$ cat config.mk
export PLATFORM = sky130hd
export DESIGN_NAME = sst_tx
export DESIGN_NICKNAME = d
export VERILOG_FILES = /design/src/rtl/sst_pkg.sv /design/src/rtl/sst_rst_sync.sv /design/src/rtl/sst_fifo.sv /design/src/rtl/sst_framer.sv /design/src/rtl/sst_flag_pulse.sv /design/src/rtl/sst_tx.sv
export SDC_FILE = /design/constraint.sdc
export NUM_CORES = 1
export LEC_CHECK = 0
export CAP_MARGIN = 15
export CORE_UTILIZATION = 25
export CTS_CLUSTER_SIZE = 8
export DETAILED_ROUTE_END_ITERATION = 7
export DONT_BUFFER_PORTS = 1
export RECOVER_POWER = 100
export SYNTH_ARGS = -nofsm -noshare
export SYNTH_HDL_FRONTEND = slang
export SYNTH_SLANG_ARGS = --single-unit
$ cat constraint.sdc
create_clock -name clk -period 8.5 [get_ports clk]
set_clock_uncertainty 0.2 [all_clocks]
set_input_delay 1.7 -clock clk [delete_from_list [all_inputs] [get_ports clk]]
set_output_delay 1.7 -clock clk [all_outputs]
set_load 0.005 [all_outputs]
$ cat src/rtl/sst_pkg.sv
package sst_pkg;
  localparam int unsigned BYTE_W = 8;

  typedef enum logic [2:0] {
    FR_IDLE  = 3'd0,
    FR_ARMED = 3'd1,
    FR_START = 3'd2,
    FR_DATA  = 3'd3,
    FR_STOP  = 3'd4
  } fr_state_e;
endpackage

$ cat src/rtl/sst_rst_sync.sv
module sst_rst_sync #(
  parameter int unsigned STAGES = 2
) (
  input  logic clk,
  input  logic rst_n,
  output logic rst_n_sync
);
  logic [STAGES-1:0] sync_q;
  logic [STAGES-1:0] sync_d;

  always_comb begin
    sync_d = {sync_q[STAGES-2:0], 1'b1};
  end

  always_ff @(posedge clk or negedge rst_n) begin
    if (!rst_n) sync_q <= '0;
    else        sync_q <= sync_d;
  end

  assign rst_n_sync = sync_q[STAGES-1];
endmodule

$ cat src/rtl/sst_fifo.sv
module sst_fifo #(
  parameter int unsigned DEPTH = 4,
  parameter int unsigned WIDTH = 8
) (
  input  logic             clk,
  input  logic             rst_n,
  input  logic             flush_i,
  input  logic             one_slot_i,
  input  logic             push_i,
  input  logic [WIDTH-1:0] wdata_i,
  input  logic             pop_i,
  output logic [WIDTH-1:0] rdata_o,
  output logic             empty_o
);
  localparam int unsigned AW = (DEPTH > 1) ? $clog2(DEPTH) : 1;
  localparam int unsigned CW = $clog2(DEPTH + 1);
  localparam logic [AW-1:0] LAST_PTR = AW'(DEPTH - 1);

  logic [WIDTH-1:0] mem_q [DEPTH];
  logic [AW-1:0]    rd_q, rd_d, wr_q, wr_d;
  logic [CW-1:0]    cnt_q, cnt_d;
  logic [CW-1:0]    cap;
  logic             full, do_push, do_pop;

  function automatic logic [AW-1:0] ptr_inc(input logic [AW-1:0] p);
    return (p == LAST_PTR) ? '0 : p + AW'(1);
  endfunction

  always_comb begin
    cap     = one_slot_i ? CW'(1) : CW'(DEPTH);
    full    = (cnt_q >= cap);
    empty_o = (cnt_q == '0);
    do_push = push_i && !full && !flush_i;
    do_pop  = pop_i && !empty_o && !flush_i;
    rd_d    = rd_q;
    wr_d    = wr_q;
    cnt_d   = cnt_q;
    if (flush_i) begin
      rd_d  = '0;
      wr_d  = '0;
      cnt_d = '0;
    end else begin
      if (do_push) wr_d = ptr_inc(wr_q);
      if (do_pop)  rd_d = ptr_inc(rd_q);
      case ({do_push, do_pop})
        2'b10:   cnt_d = cnt_q + CW'(1);
        2'b01:   cnt_d = cnt_q - CW'(1);
        default: cnt_d = cnt_q;
      endcase
    end
  end

  always_ff @(posedge clk or negedge rst_n) begin
    if (!rst_n) begin
      rd_q  <= '0;
      wr_q  <= '0;
      cnt_q <= '0;
    end else begin
      rd_q  <= rd_d;
      wr_q  <= wr_d;
      cnt_q <= cnt_d;
    end
  end

  always_ff @(posedge clk) begin
    if (do_push) mem_q[wr_q] <= wdata_i;
  end

  assign rdata_o = mem_q[rd_q];

  // a write into a full buffer leaves the occupancy unchanged
  a_r6_drop_when_full: assert property (@(posedge clk) disable iff (!rst_n)
    (full && push_i && !pop_i && !flush_i) |=> (cnt_q == $past(cnt_q)));

  // a flush empties the buffer on the next cycle
  a_r1_flush_empties: assert property (@(posedge clk) disable iff (!rst_n)
    flush_i |=> empty_o);
endmodule

$ cat src/rtl/sst_framer.sv
module sst_framer
  import sst_pkg::*;
(
  input  logic              clk,
  input  logic              rst_n,
  input  logic              abort_i,
  input  logic              fall_i,
  input  logic              load_i,
  input  logic [BYTE_W-1:0] ld_data_i,
  input  logic              ld_len8_i,
  input  logic              ld_lsb_i,
  output logic              ready_o,
  output logic              idle_o,
  output logic              txd_o
);
  fr_state_e         st_q, st_d;
  logic [3:0]        pos_q, pos_d;
  logic [BYTE_W-1:0] sh_q, sh_d;
  logic              len8_q, len8_d;
  logic              lsb_q, lsb_d;
  logic [3:0]        last_pos;
  logic              stop_end;
  logic              load_ok;
  logic [2:0]        bit_idx;

  always_comb begin
    last_pos = len8_q ? 4'd8 : 4'd7;
    stop_end = (st_q == FR_STOP) && fall_i;
    ready_o  = !abort_i && ((st_q == FR_IDLE) || stop_end);
    load_ok  = load_i && ready_o;
    idle_o   = (st_q == FR_IDLE);
  end

  always_comb begin
    st_d   = st_q;
    pos_d  = pos_q;
    sh_d   = sh_q;
    len8_d = len8_q;
    lsb_d  = lsb_q;
    if (abort_i) begin
      st_d  = FR_IDLE;
      pos_d = '0;
    end else begin
      if (load_ok) begin
        sh_d   = ld_data_i;
        len8_d = ld_len8_i;
        lsb_d  = ld_lsb_i;
      end
      case (st_q)
        FR_IDLE:  if (load_ok) st_d = FR_ARMED;
        FR_ARMED: if (fall_i)  st_d = FR_START;
        FR_START: if (fall_i) begin
          st_d  = FR_DATA;
          pos_d = 4'd1;
        end
        FR_DATA:  if (fall_i) begin
          if (pos_q == last_pos) st_d = FR_STOP;
          else                   pos_d = pos_q + 4'd1;
        end
        FR_STOP:  if (fall_i) st_d = load_ok ? FR_START : FR_IDLE;
        default:  st_d = FR_IDLE;
      endcase
    end
  end

  always_ff @(posedge clk or negedge rst_n) begin
    if (!rst_n) begin
      st_q   <= FR_IDLE;
      pos_q  <= '0;
      sh_q   <= '0;
      len8_q <= 1'b1;
      lsb_q  <= 1'b1;
    end else begin
      st_q   <= st_d;
      pos_q  <= pos_d;
      sh_q   <= sh_d;
      len8_q <= len8_d;
      lsb_q  <= lsb_d;
    end
  end

  always_comb begin
    bit_idx = lsb_q ? 3'(pos_q - 4'd1) : 3'(4'd8 - pos_q);
    case (st_q)
      FR_START: txd_o = 1'b0;
      FR_DATA:  txd_o = sh_q[bit_idx];
      default:  txd_o = 1'b1;
    endcase
  end

  // an armed frame waits for a falling strobe with the line high
  a_r2_wait_for_fall: assert property (@(posedge clk) disable iff (!rst_n)
    (st_q == FR_ARMED && !fall_i && !abort_i) |=> (st_q == FR_ARMED && txd_o));

  // the bit after the last data bit is a stop bit
  a_r3_stop_follows: assert property (@(posedge clk) disable iff (!rst_n)
    (st_q == FR_DATA && fall_i && !abort_i && pos_q == last_pos) |=> txd_o);

  // a load at the end of a stop bit starts the next frame at once
  a_r7_back_to_back: assert property (@(posedge clk) disable iff (!rst_n)
    (stop_end && load_i && !abort_i) |=> (!txd_o && !idle_o));

  // a stop bit with nothing to load returns to idle
  a_r8_idle_after_stop: assert property (@(posedge clk) disable iff (!rst_n)
    (stop_end && !load_i && !abort_i) |=> (idle_o && txd_o));
endmodule

$ cat src/rtl/sst_flag_pulse.sv
module sst_flag_pulse #(
  parameter int unsigned N = 2
) (
  input  logic         clk,
  input  logic         rst_n,
  input  logic [N-1:0] flag_i,
  output logic [N-1:0] pulse_o
);
  logic [N-1:0] prev_q, prev_d;

  always_comb begin
    prev_d = flag_i;
  end

  always_ff @(posedge clk or negedge rst_n) begin
    if (!rst_n) prev_q <= '1;
    else        prev_q <= prev_d;
  end

  for (genvar i = 0; i < N; i++) begin : g_edge
    assign pulse_o[i] = flag_i[i] && !prev_q[i];

    // a pulse lasts one cycle while its flag stays on
    a_r9_single_cycle: assert property (@(posedge clk) disable iff (!rst_n)
      (pulse_o[i] && flag_i[i]) |=> !pulse_o[i]);
  end
endmodule

$ cat src/rtl/sst_tx.sv
module sst_tx
  import sst_pkg::*;
#(
  parameter int unsigned FIFO_DEPTH = 4
) (
  input  logic              clk,
  input  logic              rst_n,
  input  logic              async_en,
  input  logic              fifo_en,
  input  logic              len8,
  input  logic              lsb_first,
  input  logic              bit_edge,
  input  logic              bit_edge_fall,
  input  logic              wr_en,
  input  logic [BYTE_W-1:0] wr_data,
  output logic              txd,
  output logic              buf_empty,
  output logic              shf_empty,
  output logic              buf_irq,
  output logic              shf_irq
);
  logic              rst_n_s;
  logic              abort, fall, wr_ok, direct;
  logic              fr_ready, fr_idle, fr_load;
  logic              fifo_push, fifo_pop, fifo_empty;
  logic [BYTE_W-1:0] fifo_rdata, ld_data;
  logic [1:0]        flags, pulses;

  sst_rst_sync #(.STAGES(2)) u_rst (
    .clk        (clk),
    .rst_n      (rst_n),
    .rst_n_sync (rst_n_s)
  );

  always_comb begin
    abort     = !async_en;
    fall      = bit_edge && bit_edge_fall;
    wr_ok     = async_en && wr_en;
    direct    = wr_ok && fr_idle && fifo_empty;
    fr_load   = fr_ready && (!fifo_empty || direct);
    fifo_pop  = fr_ready && !fifo_empty;
    fifo_push = wr_ok && !direct;
    ld_data   = fifo_empty ? wr_data : fifo_rdata;
  end

  sst_fifo #(.DEPTH(FIFO_DEPTH), .WIDTH(BYTE_W)) u_fifo (
    .clk        (clk),
    .rst_n      (rst_n_s),
    .flush_i    (abort),
    .one_slot_i (!fifo_en),
    .push_i     (fifo_push),
    .wdata_i    (wr_data),
    .pop_i      (fifo_pop),
    .rdata_o    (fifo_rdata),
    .empty_o    (fifo_empty)
  );

  sst_framer u_framer (
    .clk       (clk),
    .rst_n     (rst_n_s),
    .abort_i   (abort),
    .fall_i    (fall),
    .load_i    (fr_load),
    .ld_data_i (ld_data),
    .ld_len8_i (len8),
    .ld_lsb_i  (lsb_first),
    .ready_o   (fr_ready),
    .idle_o    (fr_idle),
    .txd_o     (txd)
  );

  assign flags = {fr_idle, fifo_empty};

  sst_flag_pulse #(.N(2)) u_pulse (
    .clk     (clk),
    .rst_n   (rst_n_s),
    .flag_i  (flags),
    .pulse_o (pulses)
  );

  assign buf_empty = fifo_empty;
  assign shf_empty = fr_idle;
  assign buf_irq   = pulses[0];
  assign shf_irq   = pulses[1];

  // disabling the mode idles the line and empties both stages
  a_r1_disable_idles: assert property (@(posedge clk) disable iff (!rst_n_s)
    !async_en |=> (txd && shf_empty && buf_empty));

  // a direct write fills the shift stage, not the buffer
  a_r2_direct_load: assert property (@(posedge clk) disable iff (!rst_n_s)
    (async_en && wr_en && shf_empty && buf_empty) |=> (!shf_empty && buf_empty && txd));

  // a write while a frame is held lands in the buffer
  a_r6_write_buffers: assert property (@(posedge clk) disable iff (!rst_n_s)
    (async_en && wr_en && !shf_empty && buf_empty) |=> !buf_empty);

  // an interrupt pulse only accompanies its flag
  a_r9_irq_with_flag: assert property (@(posedge clk) disable iff (!rst_n_s)
    (buf_irq |-> buf_empty) and (shf_irq |-> shf_empty));

  // the line is low only while a frame is held
  a_r1_low_needs_frame: assert property (@(posedge clk) disable iff (!rst_n_s)
    !txd |-> !shf_empty);
endmodule

## Yosys cells after proc, flatten, opt, wreduce, memory -nomap -nowiden

Memories as Yosys holds them, arrays and structs flattened.
Cells that the tools add are included.

- Order comparisons: 2
- Mux-type cells: 31
- Reduce and logical (&&, ||, !) cells: 28
- Add/sub/neg operators: 7
- Equality and inequality tests: 20

Operators by type and width:

| cell | number |
|---|---|
| $mux W3 | 10 |
| $mux W4 | 5 |
| $ne A3 B2 Y1 const B | 6 |
| $logic_and A1 B1 Y1 | 16 |
| $pmux W3 S5 | 1 |
| $mux W2 | 7 |
| $mux W8 | 1 |
| $pmux W4 S2 | 1 |
| $eq A2 B2 Y1 const B | 3 |
| $eq A3 B2 Y1 const B | 2 |
| $logic_not A3 Y1 | 2 |
| $ne A3 B1 Y1 const B | 2 |
| $pmux W3 S2 | 1 |
| $reduce_and A6 Y1 | 1 |
| $sub A3 B1 Y3 const B | 2 |
| $logic_not A1 Y1 | 5 |
| $add A2 B1 Y2 const B | 2 |
| $add A4 B1 Y4 const B | 1 |
| $eq A4 B4 Y1 | 1 |
| $lt A3 B4 Y1 const B | 1 |
| $ne A2 B1 Y1 const B | 2 |
| $reduce_and A4 Y1 | 1 |
| $add A3 B1 Y3 const B | 1 |
| $bmux W1 S3 | 1 |
| 10 further kinds | 13 |

- Input bits: 17
- Register bits after elaboration: 28
- Output and inout bits: 5
- Memories: 1
- Bits in writable memories: 32
- Logic and storage cells: 99

Memory list:

| name | words | width | rd ports | clocked after Yosys merged registers in | write ports | line | source |
|---|---|---|---|---|---|---|---|
| u_fifo.mem_q | 4 | 8 | 1 | 0 | 1 | sst_fifo.sv:19 | `logic [WIDTH-1:0] mem_q [DEPTH];` |

## Logic depth before layout (Yosys ltp)

- Depth in word-level cells: 10
- Gate-level depth with buffers: 9
- Gate-level depth less buffers: 9

## By module

Synthesis repeated with hierarchy kept, for this count alone.

- Cells, all modules: 218
- Area, all modules: 3036.7 um^2

Modules (own cells, without submodules):

| module | area an instance (um^2) | cells each | times used | sequential area each (um^2) |
|---|---|---|---|---|
| sst_fifo | 1679.1 | 96 | 1 | 1136.1 |
| sst_framer | 1046.0 | 99 | 1 | 427.9 |
| sst_tx | 177.7 | 16 | 1 | 0.0 |
| sst_flag_pulse | 80.1 | 4 | 1 | 52.6 |
| sst_rst_sync | 53.8 | 3 | 1 | 50.0 |

## Least setup slack after synthesis

No wires, ideal clock.

- Path type: register to output
- From: register u_framer.pos_q[0]
- To: output txd
- Cell stages (with the launch flop): 7
- Path slack: 4.477 ns
- Arrival time: 2.123 ns
- Data required time: 6.600 ns
- Path buffers: 0
- Cell sequence: dfrtp_1 -> inv_1 -> ha_1 -> xor2_1 -> mux4_2 -> mux2_2 -> a211o_1

- Word-level cells in the longest chain between the ends: 5
- Elaborated cells on any way between the ends: 6
- Classes of those cells: add/sub: 2; mux: 4

Ends and longest elaborated chain:

| what | line | source |
|---|---|---|
| start, declared | sst_framer.sv:17 | `logic [3:0] pos_q, pos_d;` |
| start signal, assigned | sst_framer.sv:75 | `pos_q <= pos_d;` |
| $sub A1 B3 Y3 / $sub A3 B1 Y3 (equally long branches) | sst_framer.sv:83 | `bit_idx = lsb_q ? 3'(pos_q - 4'd1) : 3'(4'd8 - pos_q);` |
| $mux W3 (*) | sst_framer.sv:83 |  |
| $bmux W1 S3 (*) | sst_framer.sv:86 | `FR_DATA: txd_o = sh_q[bit_idx];` |
| $mux W1 (implied by the code) (*) | sst_framer.sv:86 |  |
| $pmux W1 S2 (*) | sst_framer.sv:84 | `case (st_q)` |
| end, declared | sst_tx.sv:16 | `output logic txd,` |

Mark *: on every way between the ends. The rest lies on a longest branch, timed or not. The select of a mux whose other input is x is not followed.

## Final worst setup path

Same ends and word-level chain as after synthesis.

==> out/metrics.yaml <==
yosysUniqueCellTypes: 49
htree_levels: 3
run_status: "finished with violations"
floorplan.core_area_um2: 11100
synth_warnings: 0
rrSetupSlack_ns: 4.98
post_route_cells_drive_above_1_share_pct: 16.2
failing_checks: "capacitance limit, slew limit"
cap_violations: 2
p_seq_share_pct: 42.0
place_hpwl_mm: 3.74
max_slew_margin_pct: -15.2
synth_edf_count: 32
clkSinkCount: 60
grt_pass1_wl_mm: 8.66
synth-async-reset-ratio_pct: 46.7
r2r.worst_path.cells: 5
path_max_fanout: 8
cts_hold_buf: 0
synth_most_common_cell: "edfxtp_1"
cts.root.buffer_cell: "clkbuf_16"
yosysSeqAreaShare_pct: 57.5
dp.cells: 353
final_max_slew_viol_count: 46
via_count: 1709
drt_wl_total_mm: 5.41
layout.filler_cells: 1098
design.final.nets: 251
gp_routability_congestion: 0.758
cp-start-kind: "flip-flop"
synthDominantCellAreaShare_pct: 33.2
drcViolationCount: 0
worstReg2RegEnd: "u_framer.len8_q$_DFFE_PN1P_"
number_of_buffers_on_the_longest_clock_path: 2
post-route-period-util_pct: 53.1
min_delay_path_depth: 0
clk_pin_slew_worst_paths_ns: 0.05
antenna_violating_nets_post_route: 0
floorplan.die.width_um: 110
place.port_buffers: 0
drt_first_pass_iters: 4
hold_viol_final: 0
power_per_cell_area_nw_per_um2: 305
numCtsBuffers: 9
gr-total-overflow: 0
final.setup.tns_ns: 0
post_drt_wl_per_cell_um: 14.7
cts_resized: 0
netSwitchingFraction_pct: 30.3
die_y_um: 110
finalSetupViolations: 0
grt_antenna_before_repair: 0
crit_path_end_kind: "output pin"
synth.area.top_cells: "edfxtp_1, dfrtp_1, mux4_2, ha_1, dfstp_2"
power.static_leakage_uw: 0.00125
global_route.usage.total_pct: 10.1
transition_time_at_the_pin_with_the_least_slew_margin_ns: 1.71
ios: 22
syn-cell-area_um2: 2900
syn_area_per_cell_um2: 13.2
worstHoldPathType: "reg2reg"
clock_power_share_pct: 32.2
p_sw_uw: 303
antenna_diode_instance_count: 0
synth_top_flop_cell: "edfxtp_1"
combinationalPowerShare_pct: 25.8
ys_seq_elements: 60
post_drt_via_cell_ratio: 4.63
cp_data_arrival_time_ns: 2.61
cts_tree: "built"
grt_setup_unrepaired: "no"
floorplan.die_area_um2: 12000
effective_utilization_at_floorplan_pct: 26.1
finalNonFillerCells: 369
cts_setup_buffers: 0
hold_path.startpoint: "u_rst.sync_q[0]$_DFF_PN0_"
timing.hold.worst_endpoint: "u_rst.sync_q[1]$_DFF_PN0_"
worst_ep_required_time_ns: 6.60
clock.fmax_ghz: 0.222
critPathKind: "reg2out"
core.rowCount: 38
synth.largest_area_cell: "edfxtp_1"
syn-instance-count: 220
post-route-min-period_ns: 4.51
maximum_vdd_ir_drop_mv: 0.118
multi_input_area_um2: 1120
maximum_number_of_pins_on_one_net_before_global_route_repair: 27
clk-insertion-delay-late_ns: 0.32
synthesis.nets: 247
syn2layout_area_growth_pct: 13.0
drt_iter0_markers: 82
crit_reg_reg_startpoint: "u_fifo.cnt_q[1]$_DFFE_PN0P_"
grt_pass1_vias: 1733
power_report.internal_total_uw: 697
commonest_cells_in_the_netlist: "edfxtp_1, dfrtp_1, o21ai_0"
layout.area.seq_um2: 1670
-- stage by stage --
| stage | utilization [%] | area (um2) | hold WS (ns) | total power [uW] | setup slack, ns |
|---|---|---|---|---|---|
| CTS | 29.9 | 3310 | 0.0680 | 1020 | 3.97 |
| finish | 29.6 | 3270 | 0.151 | 999 | 3.99 |
| global placement | 27.5 | 3050 | 0.0542 | 687 | 4.37 |
| global route | 29.6 | 3270 | 0.156 | 1060 | 3.82 |
| floorplan | - | 2900 | 0.131 | 641 | 4.48 |
| detailed placement | 27.5 | 3050 | 0.0536 | 697 | 4.33 |
-- state kept, by name, indices dropped and copies added, names as in the netlist --
signal,flops
u_framer.sh_q,8
u_framer.len8_q,1
u_framer.lsb_q,1
u_fifo.wr_q,2
u_fifo.cnt_q,3
u_fifo.mem_q,32
u_framer.st_q,3
u_framer.pos_q,4
u_fifo.rd_q,2
u_pulse.prev_q,2
u_rst.sync_q,2
-- worst max-delay path, stage by stage, from the launching register on --
cell and delay [ns]:
dfrtp_1 0.47, inv_1 0.07, ha_1 0.32, xor2_1 0.30, mux4_2 0.54, mux2_2 0.29
a211o_1 0.31
-- cell usage in the layout, fill, tap and decap left out, types with 2 or more instances in the layout --
| cell | count |
|---|---|
| o31ai_1 | 3 |
| a21bo_2 | 2 |
| o21ai_0 | 19 |
| edfxtp_1 | 32 |
| xnor2_1 | 2 |
| mux2_2 | 4 |
| ha_1 | 9 |
| nand3_1 | 7 |
| nand2b_1 | 2 |
| dfstp_2 | 4 |
| and3_1 | 5 |
| or3_1 | 3 |
| nand2_1 | 15 |
| clkbuf_16 | 9 |
| mux2i_1 | 9 |
| clkinv_2 | 3 |
| xor2_1 | 2 |
| mux4_2 | 10 |
| o22ai_1 | 2 |
| clkbuf_1 | 4 |
| nor3_1 | 2 |
| nor2b_1 | 5 |
| inv_1 | 12 |
| dfrtp_1 | 24 |
| nor2_1 | 9 |
| nand3b_1 | 2 |
| a21oi_1 | 9 |
-- how the worst max path moves through the flow --
stage,start,endpoint,slack (ns)
final,u_framer.pos_q[0]$_DFFE_PN0P_,txd,3.99
after detailed placement,u_framer.pos_q[0]$_DFFE_PN0P_,txd,4.33
after global placement,u_framer.pos_q[0]$_DFFE_PN0P_,txd,4.37
after global routing,u_framer.pos_q[0]$_DFFE_PN0P_,txd,3.82
after floorplan,u_framer.pos_q[0]$_DFFE_PN0P_,txd,4.48
after CTS,u_framer.pos_q[0]$_DFFE_PN0P_,txd,3.97
-- cells by family after synthesis --
group / synth area share, %
flops: 57.5
mux: 12.4
xor+xnor: 1.21
simple gates: 10.7
buf+inv: 2.72
fa+ha+maj: 4.58
other cells: 0.129
compound gates: 10.7
-- metal layers --
layer | GRT usage [%] | wire [um] | part of all wire (%) | vias up
li1 | - | - | - | 829
met1 | 12.2 | 2480 | 46 | 855
met2 | 16.1 | 2690 | 50 | 16
met3 | 3.02 | 137 | 2.5 | 9
met4 | 5.43 | 105 | 1.9 | 0
met5 | 0 | 0 | 0 | -
-- power groups by stage --
stage,clock network [uW],logic (uW),registers (uW)
after floorplan,0,245,395
after global placement,0,263,424
after detailed placement,0,270,427
after CTS,329,271,421
after global routing,342,291,429
final,321,258,420
-- final cells by class --
type	instances	area share [%]
clock inverters	3	0.459
flip-flops and latches	60	50.9
inverters	12	1.38
clock buffers	13	7.64
well taps	140	5.35
multi-input cells	140	34.2
repair buffers	1	0.115
No activity file was read; power rests on OpenSTA's default activity.
